==> config.mk <==
export PLATFORM = sky130hd
export DESIGN_NAME = rxr_stp_scanner
export DESIGN_NICKNAME = d
export VERILOG_FILES = /design/src/rtl/rxr_pkg.sv /design/src/rtl/rxr_ctl_bit.sv /design/src/rtl/rxr_poll_timer.sv /design/src/rtl/rxr_ring_ptr.sv /design/src/rtl/rxr_stp_scanner.sv
export SDC_FILE = /design/constraint.sdc
export NUM_CORES = 1
export LEC_CHECK = 0
export BUFFER_PORTS_ARGS = -buffer_cell sky130_fd_sc_hd__buf_2
export CAP_MARGIN = 20
export CORE_MARGIN = 5
export CORE_UTILIZATION = 49
export CTS_CLUSTER_DIAMETER = 100
export DETAILED_ROUTE_END_ITERATION = 10
export PLACE_DENSITY = 0.84
export SLEW_MARGIN = 40
export SYNTH_ARGS = -nofsm -noshare
export SYNTH_HDL_FRONTEND = slang
export SYNTH_SLANG_ARGS = --single-unit
==> constraint.sdc <==
create_clock -name clk -period 1.4 [get_ports clk]
set_input_delay 0.07 -clock clk [delete_from_list [all_inputs] [get_ports clk]]
set_output_delay 0.07 -clock clk [all_outputs]
set_load 0.02 [all_outputs]
==> src/rtl/rxr_pkg.sv <==
package rxr_pkg;
  typedef enum logic [1:0] {
    ST_SCAN  = 2'd0,
    ST_POLL  = 2'd1,
    ST_READY = 2'd2,
    ST_BUSY  = 2'd3
  } rxr_state_e;
endpackage

==> src/rtl/rxr_ctl_bit.sv <==
module rxr_ctl_bit (
  input  logic clk,
  input  logic rst_n,
  input  logic wr,
  input  logic wdata,
  output logic q
);
  logic q_n;

  always_comb begin
    q_n = q;
    if (wr) q_n = wdata;
  end

  always_ff @(posedge clk or negedge rst_n) begin
    if (!rst_n) q <= 1'b0;
    else        q <= q_n;
  end
endmodule

==> src/rtl/rxr_poll_timer.sv <==
module rxr_poll_timer #(
  parameter int POLL_CYCLES = 16
) (
  input  logic clk,
  input  logic rst_n,
  input  logic run,
  output logic done
);
  localparam int CNT_W = $clog2(POLL_CYCLES + 1);

  logic [CNT_W-1:0] cnt, cnt_n;

  assign done = run && (cnt == CNT_W'(POLL_CYCLES - 1));

  always_comb begin
    cnt_n = '0;
    if (run && !done) cnt_n = cnt + 1'b1;
  end

  always_ff @(posedge clk or negedge rst_n) begin
    if (!rst_n) cnt <= '0;
    else        cnt <= cnt_n;
  end
endmodule

==> src/rtl/rxr_ring_ptr.sv <==
module rxr_ring_ptr #(
  parameter int RING_LEN = 8,
  localparam int IDX_W = $clog2(RING_LEN)
) (
  input  logic             clk,
  input  logic             rst_n,
  input  logic             load,
  input  logic [IDX_W-1:0] load_idx,
  input  logic             step,
  output logic [IDX_W-1:0] cur,
  output logic [IDX_W-1:0] start,
  output logic             lap_end
);
  logic [IDX_W-1:0] cur_n, start_n, cnt, cnt_n;

  assign lap_end = (cnt == IDX_W'(RING_LEN - 1));

  always_comb begin
    cur_n   = cur;
    start_n = start;
    cnt_n   = cnt;
    if (load) begin
      cur_n   = load_idx;
      start_n = load_idx;
      cnt_n   = '0;
    end else if (step) begin
      cur_n = cur + 1'b1;
      cnt_n = cnt + 1'b1;
    end
  end

  always_ff @(posedge clk or negedge rst_n) begin
    if (!rst_n) begin
      cur   <= '0;
      start <= '0;
      cnt   <= '0;
    end else begin
      cur   <= cur_n;
      start <= start_n;
      cnt   <= cnt_n;
    end
  end
endmodule

==> src/rtl/rxr_stp_scanner.sv <==
module rxr_stp_scanner
  import rxr_pkg::*;
#(
  parameter int RING_LEN    = 8,
  parameter int PTR_W       = 16,
  parameter int POLL_CYCLES = 16,
  localparam int IDX_W  = $clog2(RING_LEN),
  localparam int DESC_W = PTR_W + 2
) (
  input  logic              clk,
  input  logic              rst_n,
  input  logic              la_wr,
  input  logic              la_wdata,
  output logic              la_en,
  input  logic              restart,
  input  logic              ev_frame,
  input  logic              ev_first_done,
  input  logic              ev_last_done,
  input  logic [IDX_W-1:0]  ev_last_idx,
  output logic              mem_re,
  output logic [IDX_W-1:0]  mem_idx,
  input  logic [DESC_W-1:0] mem_rdata,
  output logic              mem_we,
  output logic [DESC_W-1:0] mem_wdata,
  output logic              rx_irq,
  output logic              buf_valid,
  output logic [IDX_W-1:0]  buf_idx,
  output logic [PTR_W-1:0]  buf_ptr
);
  localparam int OWN_B = DESC_W - 1;
  localparam int STP_B = DESC_W - 2;

  // reset: asserted asynchronously, released on the second edge
  logic rs_meta, rst_ni;
  always_ff @(posedge clk or negedge rst_n) begin
    if (!rst_n) begin
      rs_meta <= 1'b0;
      rst_ni  <= 1'b0;
    end else begin
      rs_meta <= 1'b1;
      rst_ni  <= rs_meta;
    end
  end

  rxr_state_e       state, state_n;
  logic [PTR_W-1:0] lat_ptr, ptr_n;
  logic             irq_q, irq_n;
  logic             la_q, poll_done, ld, stp_go, lap_end;
  logic [IDX_W-1:0] ld_idx, cur, start;

  rxr_ctl_bit u_la (
    .clk(clk), .rst_n(rst_ni), .wr(la_wr), .wdata(la_wdata), .q(la_q)
  );

  rxr_poll_timer #(.POLL_CYCLES(POLL_CYCLES)) u_poll (
    .clk(clk), .rst_n(rst_ni), .run(state == ST_POLL), .done(poll_done)
  );

  rxr_ring_ptr #(.RING_LEN(RING_LEN)) u_ring (
    .clk(clk), .rst_n(rst_ni), .load(ld), .load_idx(ld_idx), .step(stp_go),
    .cur(cur), .start(start), .lap_end(lap_end)
  );

  logic d_own, d_stp;
  assign d_own = mem_rdata[OWN_B];
  assign d_stp = mem_rdata[STP_B];

  always_comb begin
    state_n = state;
    ptr_n   = lat_ptr;
    irq_n   = 1'b0;
    ld      = 1'b0;
    ld_idx  = cur;
    stp_go  = 1'b0;
    if (restart) begin
      state_n = ST_SCAN;
      ld      = 1'b1;
      ld_idx  = '0;
    end else begin
      unique case (state)
        ST_SCAN: begin
          if (!la_q || d_stp) begin
            if (d_own) begin
              state_n = ST_READY;
              ptr_n   = mem_rdata[PTR_W-1:0];
            end else begin
              state_n = ST_POLL;
            end
          end else if (lap_end) begin
            state_n = ST_POLL;       // full lap: park on the entry the scan began at
            ld      = 1'b1;
            ld_idx  = start;
          end else begin
            stp_go = 1'b1;
          end
        end
        ST_POLL: begin
          if (poll_done) begin
            state_n = ST_SCAN;
            ld      = 1'b1;
            ld_idx  = cur;
          end
        end
        ST_READY: begin
          if (ev_frame) state_n = ST_BUSY;
        end
        ST_BUSY: begin
          irq_n = ev_last_done | (ev_first_done & la_q);
          if (ev_last_done) begin
            state_n = ST_SCAN;
            ld      = 1'b1;
            ld_idx  = ev_last_idx + 1'b1;
          end
        end
        default: state_n = ST_SCAN;
      endcase
    end
  end

  always_ff @(posedge clk or negedge rst_ni) begin
    if (!rst_ni) begin
      state   <= ST_SCAN;
      lat_ptr <= '0;
      irq_q   <= 1'b0;
    end else begin
      state   <= state_n;
      lat_ptr <= ptr_n;
      irq_q   <= irq_n;
    end
  end

  assign la_en     = la_q;
  assign mem_re    = (state == ST_SCAN);
  assign mem_idx   = cur;
  assign mem_we    = mem_re && la_q && !d_stp && d_own && !restart;
  assign mem_wdata = {1'b0, mem_rdata[DESC_W-2:0]};
  assign rx_irq    = irq_q;
  assign buf_valid = (state == ST_READY);
  assign buf_idx   = cur;
  assign buf_ptr   = lat_ptr;

  p_irq_src_r8: assert property (@(posedge clk) disable iff (!rst_ni)
    rx_irq |-> $past(state == ST_BUSY));

  p_scrub_r4: assert property (@(posedge clk) disable iff (!rst_ni)
    mem_we |-> (mem_rdata[OWN_B] && !mem_wdata[OWN_B] &&
                mem_wdata[PTR_W-1:0] == mem_rdata[PTR_W-1:0]));

  p_lap_stall_r10: assert property (@(posedge clk) disable iff (!rst_ni)
    (state == ST_SCAN && la_q && !d_stp && lap_end && !restart)
      |=> (state == ST_POLL && cur == $past(start)));

  p_ready_hold_r7: assert property (@(posedge clk) disable iff (!rst_ni)
    (state == ST_READY && !ev_frame && !restart)
      |=> (buf_valid && $stable(buf_ptr) && $stable(buf_idx)));

  p_la_keep_r11: assert property (@(posedge clk) disable iff (!rst_ni)
    (restart && !la_wr) |=> (la_en == $past(la_en)));
endmodule

# Word-level counts from Yosys, hierarchy flattened
# Index checks and enable logic that the tools add are counted.
[word_totals]
output_inout_bits = 45
register_bits = 36
wordCells = 71
[op_classes]
n_bitwise = 3
add_sub_neg = 4
n_reduce_logical = 15
n_eq_ne = 9
muxes = 30
[ops]
columns = ["op", "count"]
rows = [
  ["$mux W3", 8],
  ["$mux W2", 7],
  ["$mux W1", 11],
  ["$add A3 B1 Y3 const B", 3],
  ["$ne A3 B3 Y1 const B", 3],
  ["$pmux W2 S4", 1],
  ["$reduce_and A4 Y1", 2],
  ["$logic_and A1 B1 Y1", 6],
  ["$pmux W3 S2", 1],
  ["$add A5 B1 Y5 const B", 1],
  ["$eq A5 B4 Y1 const B", 1],
  ["$mux W5", 1],
  ["$eq A2 B2 Y1 const B", 2],
  ["$logic_not A1 Y1", 4],
  ["$ne A4 B2 Y1 const B", 1],
  ["$eq A3 B3 Y1 const B", 1],
  ["$pmux W1 S3", 1],
  ["$eq A2 B1 Y1 const B", 1],
  ["$logic_not A2 Y1", 1],
  ["$reduce_bool A2 Y1", 1],
  ["$and A1 B1 Y1", 1],
  ["$logic_or A1 B1 Y1", 1],
  ["$not A1 Y1", 1],
  ["$or A1 B1 Y1", 1],
]

# Depth between registers and ports, before layout
[depth]
depth_word = 7
mapped_depth = 9

# Hierarchy
# From an unflattened synthesis, not the netlist that was laid out.
[unflattened]
hier_cells = 170
hier_area_um2 = 2018.2
[by_module_without_submodules]
columns = ["module", "n_inst", "cells_per_inst", "seq_area_each_um2", "area_per_inst_um2"]
rows = [
  ["rxr_stp_scanner", 1, 112, 525.5, 1330.0],
  ["rxr_ring_ptr", 1, 35, 225.2, 414.1],
  ["rxr_poll_timer", 1, 21, 125.1, 234.0],
  ["rxr_ctl_bit", 1, 2, 25.0, 40.0],
]

# Worst setup path after synthesis
# No wires, ideal clock.
[synth_timing]
path_kind = "reg2reg"
from = "reg state[0]"
to = "reg u_ring.cur[2]"
setup_slack_ns = -0.526
t_arrival_ns = 1.807
stages_incl_launch_ff = 8
cell_sequence = "dfrtp_1 inv_1 ha_1 nor2b_4 nor3b_4 and3_1 o31ai_1 o21a_1"
[synth_via]
word_cells_on_any_way = 13
classes_between = "eq/ne: 2; mux: 8; reduce/logical: 3"
[synth_lines]
columns = ["element", "line_no", "rtl"]
rows = [
  ["start, declared", "rxr_stp_scanner.sv:45", "rxr_state_e state, state_n;"],
  ["start signal, assigned", "rxr_stp_scanner.sv:126", "state <= state_n;"],
  ["$logic_not A2 Y1 (*)", "--", ""],
  ["via mem_re", "rxr_stp_scanner.sv:20", "output logic mem_re,"],
  ["$pmux W1 S3, or another cell as far along", "rxr_stp_scanner.sv:80", "unique case (state)"],
  ["$mux W1 / $mux W3 (equally long branches)", "rxr_stp_scanner.sv:75", "if (restart) begin"],
  ["$mux W3 / $reduce_bool A2 Y1 (equally long branches)", "--", ""],
  ["end signal, assigned", "rxr_ring_ptr.sv:38", "cur <= cur_n;"],
  ["end, declared", "rxr_ring_ptr.sv:10", "output logic [IDX_W-1:0] cur,"],
]
# The timed path passes the listed nets; every way through them passes the cells marked *.
# A chain may end at the register's enable or synchronous reset.

# Worst setup path after layout
[layout_timing]
from = "reg u_poll.cnt[1]"
to = "reg u_ring.cur[2]"
[layout_via]
elab_chain_len = 6
word_cells_on_any_way = 7
classes_between = "eq/ne: 1; mux: 4; reduce/logical: 2"
[layout_rtl]
columns = ["element", "line_no", "rtl"]
rows = [
  ["start, declared", "rxr_poll_timer.sv:11", "logic [CNT_W-1:0] cnt, cnt_n;"],
  ["start signal, assigned", "rxr_poll_timer.sv:22", "else cnt <= cnt_n;"],
  ["$eq A5 B4 Y1 (*)", "rxr_poll_timer.sv:13", "assign done = run && (cnt == CNT_W'(POLL_CYCLES - 1));"],
  ["$logic_and A1 B1 Y1 (*)", "rxr_poll_timer.sv:13", ""],
  ["$mux W1 (*)", "rxr_stp_scanner.sv:98", "if (poll_done) begin"],
  ["$pmux W1 S3 (*)", "rxr_stp_scanner.sv:80", ""],
  ["$mux W1 (*)", "rxr_stp_scanner.sv:75", ""],
  ["$mux W3 / $reduce_bool A2 Y1 (equally long branches)", "--", ""],
]
# Every way passes the cells marked *; elsewhere a longest branch is shown, timed or not.

==> metrics <==
status complete, but fails checks; failing checks setup timing; routability congestion estimate 0.791; final setup fails 32; VDD IR max 1.15 mV; sequential share of the synthesized area 0.467; Final Total Pwr 4.76 mW; first-pass GRT wire length 7.79 mm; initial antenna violation count 0; WP data required 1630 ps; GRT Total Usage 0.191; Die Ht 72.7 um; Post-synth ARST share 1.00; post-synth cell types 43; max cap viols 0; diodes inserted 0; Area contributors post-synth dfrtp_1, mux2_2, buf_4; WL/cell 16.3 um; I/O Buffers 72; Pre-antenna DRT Iters 4; Initial Util 0.515; YS warnings 0; syn_nets 209; total wire length 5.07 mm; H-tree Lvls 2; fin util 0.767; total leakage power 1.42 nW; critical path class flip-flop to flip-flop; vias 1607; Core Region 0.00374 mm^2; Synth Cell Area 0.00193 mm^2; Final Max Tran Viols 0; Die Footprint 0.00529 mm^2; IO Count 74; final routed DRC violation total 0; dpl hpwl 3.27 mm; clock buffer depth 2; syn_area_per_cell 11.4 um^2; pwr dens 1660 mW/mm^2; final number of hold-violating endpoints 0; Tcrit/Tclk final 1.31; row cnt 22; Syn Inst Count 169; root buf cell clkbuf_8; clk_lat worst skew 290 ps; clk slew on worst S/H paths 80 ps; Period minus WS final 1840 ps; largest area contributor in the netlist dfrtp_1; CP endpoint kind flip-flop; Most used DFF post-synth dfrtp_1; Critical Path AT 2070 ps; drt initial violations 74; Fin Clk Skew 9.96 ps; gr ovfl total 0; Yosys top cell area share 0.467; Hold Crit Class input port to flip-flop; Fmax 0.544 GHz; Final #Nets 302; startpoint types flip-flop; vias per inst 5.17; area delta synth->final 48.9%; clk sinks 36; post-route ant nets 0; pin count of the biggest net entering global routing 22; crit-path max FO 4; Seq cells post-synth 36; Setup WS post-layout -438 ps; layout cells sized above 1 0.669; vias in the first global route 1642; Die W 72.7 um; placed cell count 289; RSZ-0062 raised after global routing yes; Cell Count, Final, Fillers Out 311; Post-synth EDFFs 0; Setup TNS -7250 ps; CTS Buf Count 5; TritonCTS clock tree done
## cell families (layout without fill, tap and decap cells)
family | Yosys count | after routing | share of synthesized area
adders and majority gates | 11 | 11 | 0.0714
AOI/OAI and AO/OA | 24 | 24 | 0.0882
muxes | 21 | 21 | 0.120
xor gates and xnor gates | 4 | 4 | 0.0182
DFF | 36 | 36 | 0.467
buffers and inverters | 32 | 125 | 0.108
and+or+nand+nor | 39 | 40 | 0.123
other | 2 | 2 | 0.00390
## path summary, 6_finish.rpt
kind | start | endpoint | slack (ps) | cells after the start
worst min-delay path | mem_rdata[0] | buf_ptr[0]$_DFFE_PN0P_ | 20 | 2
worst min register to register | rst_ni$_DFF_PN0_ | buf_ptr[4]$_DFFE_PN0P_ | 200 | 1
worst max-delay path | u_poll.cnt[1]$_DFF_PN0_ | u_ring.cur[2]$_DFFE_PN0P_ | -440 | 8
worst max register to register | u_poll.cnt[1]$_DFF_PN0_ | u_ring.cur[2]$_DFFE_PN0P_ | -440 | 8
min in group asynchronous | rst_n | rs_meta$_DFF_PN0_ | 80 | 2
max in group asynchronous | rst_ni$_DFF_PN0_ | u_ring.cur[0]$_DFFE_PN0P_ | 930 | 1
## synth_stat cells, types with 2 or more instances
master and n:
and3_1 2, mux2_2 17, nor2_1 13, o31ai_1 2, and2_1 2, xor2_1 2, buf_4 21, ha_1 11
o22a_1 2, conb_1 2, a21oi_1 5, a21o_1 2, o22ai_1 2, a31oi_1 2, nand3b_1 2, buf_2 2
xnor2_1 2, inv_1 8, dfrtp_1 36, nor2b_1 2, nand2_1 6, mux2i_1 4, o21a_1 2
## through the flow
stage / cell area, um^2 / worst slack, ps / hold WS, ps
after CTS: 2760 / -345 / 13.8
after detailed placement: 2420 / -403 / -141
final: 2870 / -438 / 19.5
after global routing: 2870 / -562 / 21.3
after floorplan: 2000 / -354 / -226
after global placement: 2420 / -308 / -143
## layout make-up
| class | instances | area [um^2] |
|---|---|---|
| flip-flops and latches | 36 | 901 |
| clock inverters | 3 | 42.5 |
| fillers | 250 | 873 |
| inverters | 8 | 30.0 |
| multi-input cells | 102 | 1080 |
| repair buffers | 109 | 691 |
| clock buffers | 5 | 68.8 |
| well taps | 48 | 60.1 |
## registers in the layout (all words and copies together) (netlist names), 2 cells and up
register	count
u_ring.start	3
u_ring.cur	3
u_ring.cnt	3
u_poll.cnt	5
buf_ptr	16
state	2
## layout by cell type, fill, tap and decap left out, types with 2 or more instances in the layout
cell / synthesis / final
buf_2: 2 / 70
dfrtp_1: 36 / 36
buf_4: 21 / 26
mux2_2: 17 / 16
buf_6: 1 / 12
nor2_2: 0 / 6
inv_1: 8 / 6
nor2_1: 13 / 5
clkbuf_8: 0 / 5
mux2i_1: 4 / 4
nand2_1: 6 / 4
ha_4: 0 / 4
ha_1: 11 / 4
a21oi_1: 5 / 3
ha_2: 0 / 3
inv_2: 0 / 2
xor2_1: 2 / 2
xnor2_2: 0 / 2
nor2_4: 0 / 2
nand2_4: 0 / 2
nor2b_2: 0 / 2
nand3b_1: 2 / 2
o22ai_1: 2 / 2
and2_1: 2 / 2
a21o_1: 2 / 2
o22a_1: 2 / 2
nand3_4: 0 / 2
o21a_1: 2 / 2
o31ai_2: 0 / 2
conb_1: 2 / 2
## layer usage
layer | track usage | vias to the layer above | wire, um
met4 | 0.0697 | 0 | 124
met1 | 0.224 | 803 | 2020
li1 | - | 751 | -
met5 | 0 | - | 0
met3 | 0.0441 | 13 | 207
met2 | 0.339 | 40 | 2720
## power breakdown
part,total [mW],internal (mW),switching [mW]
clock,0.912,0.527,0.385
sequential,1.50,1.34,0.166
combinational,2.34,1.10,1.24
## critical path, stage by stage, from the launching register on
cell and delay (ps):
dfrtp_1 400, ha_2 210, and3_4 190, ha_4 160, nand2_4 80, a31oi_4 90, or2_4 290, o31ai_2 220
o21a_1 140
## repair_timing
item	4_1_cts	5_1_grt
buffers inserted	10	6
endpoints found under the hold margin	2	0
gates cloned	1	0
resized for setup	29	23
pin swaps	14	8
hold buffers	1	0
endpoints found under the setup margin	32	34
(Power assumes the default switching activity.)
